`src/rtl/seg_rt_pkg.sv`:
```
// Shared types for the segmented data address router.
// Assumes a two-bit addressing-mode field from the core.
package seg_rt_pkg;

    // Addressing mode carried by each request
    typedef enum logic [1:0] {
        AM_DIRECT   = 2'd0,
        AM_INDIRECT = 2'd1,
        AM_FAR      = 2'd2,
        AM_RSVD     = 2'd3
    } amode_e;

    // Routing result: which target owns the access
    typedef enum logic [2:0] {
        TG_NONE = 3'd0,
        TG_IRAM = 3'd1,
        TG_XMEM = 3'd2,
        TG_ISFR = 3'd3,
        TG_XSFR = 3'd4
    } tgt_e;

endpackage

```
`src/rtl/seg_rt_segsel.sv`:
```
// Segment selection: picks the data or extra segment for a request and
// reports whether the chosen one is zero. Purely combinational.
module seg_rt_segsel #(
    parameter int SEG_W = 8
) (
    input  logic             use_es,
    input  logic [SEG_W-1:0] ds_val,
    input  logic [SEG_W-1:0] es_val,
    output logic [SEG_W-1:0] seg,
    output logic             seg_zero
);

    // Choose segment and flag the zero case that enables on-chip space
    always_comb begin
        seg      = use_es ? es_val : ds_val;
        seg_zero = (seg == '0);
    end

endmodule

```
`src/rtl/seg_rt_lanes.sv`:
```
// Alignment and byte-lane steering. Word accesses clear the low offset
// bits and enable all lanes; byte accesses enable the one lane the offset
// names and copy the low data byte onto every lane.
// Assumes DATA_W is a power-of-two multiple of 8 with at least two lanes.
module seg_rt_lanes #(
    parameter int OFS_W  = 16,
    parameter int DATA_W = 16
) (
    input  logic              word,
    input  logic [OFS_W-1:0]  off,
    input  logic [DATA_W-1:0] wdata,
    output logic [OFS_W-1:0]  eff_off,
    output logic [DATA_W/8-1:0] lane_en,
    output logic [DATA_W-1:0] lane_wdata
);

    localparam int LANES = DATA_W / 8;
    localparam int LSW   = $clog2(LANES);

    logic [LSW-1:0] byte_idx;

    // Force word accesses onto a lane-aligned offset
    always_comb begin
        byte_idx = off[LSW-1:0];
        eff_off  = word ? {off[OFS_W-1:LSW], {LSW{1'b0}}} : off;
    end

    // One enable and one data byte per lane
    for (genvar g = 0; g < LANES; g++) begin : g_lane
        assign lane_en[g]          = word | (byte_idx == LSW'(g));
        assign lane_wdata[8*g +: 8] = word ? wdata[8*g +: 8] : wdata[7:0];
    end

endmodule

```
`src/rtl/seg_rt_decode.sv`:
```
// Target decode. Maps addressing mode, aligned offset and the segment-zero
// flag to one target, and yields the offset the target should see.
// Assumes DIR_W <= OFS_W and ISFR_LO < XSFR_LO < 2**DIR_W.
module seg_rt_decode
    import seg_rt_pkg::*;
#(
    parameter int OFS_W      = 16,
    parameter int DIR_W      = 11,
    parameter int IRAM_BYTES = 2048,
    parameter int ISFR_LO    = 1024,
    parameter int XSFR_LO    = 1536
) (
    input  logic             valid,
    input  amode_e           mode,
    input  logic [OFS_W-1:0] eff_off,
    input  logic             seg_zero,
    output tgt_e             tgt,
    output logic [OFS_W-1:0] tgt_off
);

    localparam logic [DIR_W-1:0] ISFR_LO_V = DIR_W'(ISFR_LO);
    localparam logic [DIR_W-1:0] XSFR_LO_V = DIR_W'(XSFR_LO);
    localparam logic [OFS_W:0]   IRAM_LIM  = (OFS_W + 1)'(IRAM_BYTES);

    logic [DIR_W-1:0] dir;
    logic             below_iram;

    // Direct address and on-chip window test
    always_comb begin
        dir        = eff_off[DIR_W-1:0];
        below_iram = ({1'b0, eff_off} < IRAM_LIM);
    end

    // Pick the owning target for the current request
    always_comb begin
        tgt     = TG_NONE;
        tgt_off = eff_off;
        if (valid) begin
            unique case (mode)
                AM_DIRECT: begin
                    tgt_off = {{(OFS_W - DIR_W){1'b0}}, dir};
                    if (dir >= XSFR_LO_V)      tgt = TG_XSFR;
                    else if (dir >= ISFR_LO_V) tgt = TG_ISFR;
                    else if (seg_zero)         tgt = TG_IRAM;
                    else                       tgt = TG_XMEM;
                end
                AM_INDIRECT: tgt = (below_iram && seg_zero) ? TG_IRAM : TG_XMEM;
                AM_FAR:      tgt = TG_XMEM;
                default:     tgt = TG_NONE;
            endcase
        end
    end

endmodule

```
`src/rtl/seg_addr_router.sv`:
```
// Segmented data address router (top). Combines segment selection, lane
// steering and target decode, then registers one strobe, the target
// address and the lane outputs so they appear one cycle after the request.
// Assumes the targets sample the outputs in the cycle they are presented.
module seg_addr_router
    import seg_rt_pkg::*;
#(
    parameter int OFS_W      = 16,
    parameter int SEG_W      = 8,
    parameter int DATA_W     = 16,
    parameter int DIR_W      = 11,
    parameter int IRAM_BYTES = 2048,
    parameter int ISFR_LO    = 1024,
    parameter int XSFR_LO    = 1536
) (
    input  logic                      clk,
    input  logic                      rst_n,
    input  logic                      req_valid,
    input  logic [1:0]                req_mode,
    input  logic                      req_word,
    input  logic                      req_write,
    input  logic                      req_es,
    input  logic [OFS_W-1:0]          req_off,
    input  logic [SEG_W-1:0]          ds_reg,
    input  logic [SEG_W-1:0]          es_reg,
    input  logic [DATA_W-1:0]         req_wdata,
    output logic                      sel_iram,
    output logic                      sel_xmem,
    output logic                      sel_isfr,
    output logic                      sel_xsfr,
    output logic                      wr_out,
    output logic [SEG_W+OFS_W-1:0]    addr_out,
    output logic [DATA_W/8-1:0]       lane_en,
    output logic [DATA_W-1:0]         lane_wdata
);

    localparam int ADDR_W = SEG_W + OFS_W;
    localparam int LANES  = DATA_W / 8;

    logic [SEG_W-1:0]  seg;
    logic              seg_zero;
    logic [OFS_W-1:0]  eff_off;
    logic [LANES-1:0]  lane_en_c;
    logic [DATA_W-1:0] lane_wdata_c;
    tgt_e              tgt;
    logic [OFS_W-1:0]  tgt_off;
    logic [3:0]        sel_c;
    logic [ADDR_W-1:0] addr_c;

    seg_rt_segsel #(.SEG_W(SEG_W)) u_seg (
        .use_es   (req_es),
        .ds_val   (ds_reg),
        .es_val   (es_reg),
        .seg      (seg),
        .seg_zero (seg_zero)
    );

    seg_rt_lanes #(.OFS_W(OFS_W), .DATA_W(DATA_W)) u_lanes (
        .word       (req_word),
        .off        (req_off),
        .wdata      (req_wdata),
        .eff_off    (eff_off),
        .lane_en    (lane_en_c),
        .lane_wdata (lane_wdata_c)
    );

    seg_rt_decode #(
        .OFS_W(OFS_W), .DIR_W(DIR_W), .IRAM_BYTES(IRAM_BYTES),
        .ISFR_LO(ISFR_LO), .XSFR_LO(XSFR_LO)
    ) u_dec (
        .valid    (req_valid),
        .mode     (amode_e'(req_mode)),
        .eff_off  (eff_off),
        .seg_zero (seg_zero),
        .tgt      (tgt),
        .tgt_off  (tgt_off)
    );

    // Turn the target code into strobes {xsfr, isfr, xmem, iram}
    always_comb begin
        sel_c = 4'b0000;
        unique case (tgt)
            TG_IRAM: sel_c = 4'b0001;
            TG_XMEM: sel_c = 4'b0010;
            TG_ISFR: sel_c = 4'b0100;
            TG_XSFR: sel_c = 4'b1000;
            default: sel_c = 4'b0000;
        endcase
    end

    // Segment goes on the upper address bits only for external memory
    always_comb begin
        addr_c = {(tgt == TG_XMEM) ? seg : {SEG_W{1'b0}}, tgt_off};
    end

    // Output register stage; idle cycles drop strobes and enables
    always_ff @(posedge clk) begin
        if (!rst_n) begin
            {sel_xsfr, sel_isfr, sel_xmem, sel_iram} <= 4'b0000;
            wr_out     <= 1'b0;
            addr_out   <= '0;
            lane_en    <= '0;
            lane_wdata <= '0;
        end else if (tgt != TG_NONE) begin
            {sel_xsfr, sel_isfr, sel_xmem, sel_iram} <= sel_c;
            wr_out     <= req_write;
            addr_out   <= addr_c;
            lane_en    <= lane_en_c;
            lane_wdata <= lane_wdata_c;
        end else begin
            {sel_xsfr, sel_isfr, sel_xmem, sel_iram} <= 4'b0000;
            wr_out     <= 1'b0;
            lane_en    <= '0;
        end
    end

endmodule

```
`config.mk`:
```
export PLATFORM = sky130hd
export DESIGN_NAME = seg_addr_router
export DESIGN_NICKNAME = d
export VERILOG_FILES = /design/src/rtl/seg_rt_pkg.sv /design/src/rtl/seg_rt_segsel.sv /design/src/rtl/seg_rt_lanes.sv /design/src/rtl/seg_rt_decode.sv /design/src/rtl/seg_addr_router.sv
export SDC_FILE = /design/constraint.sdc
export NUM_CORES = 1
export LEC_CHECK = 0
export BUFFER_PORTS_ARGS = -buffer_cell sky130_fd_sc_hd__buf_2
export CORE_MARGIN = 10
export CORE_UTILIZATION = 40
export CTS_CLUSTER_SIZE = 30
export DETAILED_ROUTE_END_ITERATION = 8
export GPL_TIMING_DRIVEN = 1
export PLACE_DENSITY_LB_ADDON = 0.08
export SLEW_MARGIN = 20
export SYNTH_ARGS = -nofsm -noshare
export SYNTH_HDL_FRONTEND = slang
export SYNTH_SLANG_ARGS = --single-unit
```
`constraint.sdc`:
```
create_clock -name clk -period 2.37 [get_ports clk]
set_input_delay 0.237 -clock clk [delete_from_list [all_inputs] [get_ports clk]]
set_output_delay 0.237 -clock clk [all_outputs]
set_load 0.02 [all_outputs]
```
==> impl_metrics.yaml <==
outcome:
  status: "finished clean"
yosys:
  ys_types: 32
  synth-seq-area-share: 0.448
  syn_inst: 234
  synth_nets: 290
  synthesis.area_um2: 2100
  syn_area_per_cell_um2: 8.97
  yosys_warnings: 0
  ys_ff_latch: 47
sta:
  final-hold-violation-count: 0
  max_freq_mhz: 542
  rsz0062_at_grt: "false"
  fin_skew_ns: 0
  min_period_ns: 1.84
  worst_slew_pin_slew_ns: 0.513
  final-setup-viol-count: 0
  slew_headroom: 0.657
  fin_setup_tns_ns: 0
  period_share: 0.778
  final_max_slew_viol_count: 0
  hold_ws_ns: 0.148
cells_and_area:
  diodes: 0
  fillCellCount: 526
  register_area_um2: 941
  multi_input_area_um2: 1080
  area_growth_syn_to_layout_pct: 33.6
  nets: 388
  final_util: 0.549
  final_common_cell: "buf_2"
  drive_above_1_share: 0.408
  mostFrequentLayoutCells: "102 x buf_2, 47 x dfxtp_1, 44 x nand2_1"
  stdcell_count: 403
critical_path:
  r2r_end: "addr_out[17]$_SDFFE_PN0P_"
  r2r_start: "addr_out[17]$_SDFFE_PN0P_"
  critPathMaxFanout: 13
  rrSetupSlack_ns: 1.51
  arrival_ns: 2.01
  start_kind: "input port"
  rr_worst_depth: 2
  critPathCaptureType: "flop"
  cp.required_ns: 2.54
  path_class: "in2reg"
clocking:
  hold_buffers: 0
  cts_buffer_depth: 2
  path_clk_slew_ns: 0.10
  h-tree-depth: 2
  cts_sinks: 47
  cts-resized-gates: 0
  clkLatencyLatePin_ns: 0.30
  cts_setup_buffers: 0
  cts_tree: "done"
  root_buffer: "clkbuf_8"
  cts_made_buffers: 5
place:
  dp.cells: 395
  port_buffers: 102
  place_congestion: 0.828
  dp_hpwl_um: 4730
floorplanning:
  rows: 26
  start_util: 0.411
  pin_count: 103
  die_w_um: 92.4
  die_area_um2: 8540
  fp.dieH_um: 92.4
  core_um2: 5110
detailed_routing:
  antenna_left: 0
  routed_wl_um: 6150
  top_layer: "met4"
  drt-met1-wl_um: 2530
  drc: 0
  initialDrtViolationCount: 70
  wl_per_cell_um: 15.3
  drt_pass1_iterations: 4
  via_per_inst: 5.05
  route.met3.wl_um: 650
  wl_met2_um: 2900
  vias: 2036
worst_hold_path:
  hold_path_class: "in2reg"
  min_from: "req_off[0]"
  min_to: "lane_en[1]$_SDFF_PN0_"
  holdPathStages: 3
flow_run:
  drv_cap: 0
global_route:
  grt_pass1_vias: 2027
  grt_remaining_overflow: 0
  grt.total_usage: 0.139
  grt_max_degree: 38
  antenna_found_initial: 0
  grt_pass1_wl_um: 9920
pwr:
  power_mw: 1.82
  p_leak_nw: 1.27
  ir_drop_v: 0.000261
  pwr_density_cell_nw_per_um2: 650
[report_power, final]
part | internal (mW) | switching (mW)
combinational | 0.145 | 0.213
clock | 0.320 | 0.286
sequential | 0.837 | 0.0217
[cells in the mapped netlist]
cell type | instances | share of area
nand3_1 | 3 | 0.0072
a311oi_1 | 1 | 0.0042
or3_1 | 1 | 0.0030
dfxtp_1 | 47 | 0.45
a211oi_1 | 9 | 0.032
a22oi_1 | 6 | 0.021
a2111oi_2 | 8 | 0.057
o41a_1 | 1 | 0.0054
mux2_2 | 8 | 0.043
nor3_1 | 4 | 0.0095
nor4_1 | 9 | 0.027
clkbuf_1 | 13 | 0.023
o22a_4 | 1 | 0.0083
and3_1 | 4 | 0.012
xor2_1 | 1 | 0.0042
mux2i_1 | 8 | 0.038
nand2_1 | 44 | 0.079
o32ai_4 | 1 | 0.013
a21oi_1 | 20 | 0.048
buf_1 | 2 | 0.0036
a31oi_1 | 8 | 0.024
o31a_1 | 1 | 0.0042
or4_4 | 1 | 0.0054
nor2b_1 | 4 | 0.012
o22ai_2 | 1 | 0.0060
nor2_1 | 19 | 0.034
and2_1 | 2 | 0.0060
buf_2 | 2 | 0.0048
o41ai_1 | 1 | 0.0042
inv_1 | 2 | 0.0036
a22o_1 | 1 | 0.0042
or4b_1 | 1 | 0.0048
[worst max-delay path by stage]
| stage | to | slack [ns] | startpoint |
|---|---|---|---|
| detailed placement | addr_out[17]$_SDFFE_PN0P_ | 0.22 | req_es |
| finish | addr_out[17]$_SDFFE_PN0P_ | 0.53 | req_es |
| CTS | addr_out[17]$_SDFFE_PN0P_ | 0.56 | req_es |
| global route | addr_out[17]$_SDFFE_PN0P_ | 0.37 | req_es |
| floorplan | sel_iram$_SDFF_PN0_ | 0.53 | es_reg[1] |
| global placement | addr_out[21]$_SDFFE_PN0P_ | 0.27 | req_es |
[sequential cells by signal, indices dropped and copies added (netlist names)]
register / flops
addr_out: 24
lane_en: 2
lane_wdata: 16
sel_iram: 1
sel_isfr: 1
sel_xmem: 1
sel_xsfr: 1
wr_out: 1
[metal layers]
layer / up-vias / GRT usage
li1: 1046 / -
met1: 916 / 0.163
met2: 67 / 0.221
met3: 7 / 0.0662
met4: 0 / 0.0424
met5: - / 0
[through the flow]
stage,area (um2),worst slack (ns)
4_1_cts,2800,0.564
5_1_grt,2800,0.375
3_3_place_gp,2690,0.273
2_1_floorplan,2100,0.528
3_5_place_dp,2690,0.216
6_report,2800,0.525
[critical path: stages]
cell       delay, ns
buf_2           0.18
or4_4           0.56
o22ai_2         0.26
nand3_1         0.34
a31oi_1         0.35
a2111oi_2       0.08
[logic make-up (layout without fill, tap and decap cells)]
logic type      count (synthesis)  in the layout  synth area share
compound gates                 59             59             0.232
xor+xnor                        1              1           0.00417
buf+inv                        19            118            0.0352
flops                          47             47             0.448
mux                            16             16            0.0811
simple gates                   92             92             0.199
[final cells by class]
| type | count | area share |
|---|---|---|
| Clock buffer | 5 | 0.0245 |
| Tap cell | 70 | 0.0312 |
| Inverter | 2 | 0.00268 |
| Sequential cell | 47 | 0.336 |
| Clock inverter | 3 | 0.0170 |
| Timing Repair Buffer | 108 | 0.203 |
| Multi-Input combinational cell | 168 | 0.386 |
(Power assumes the default switching activity.)
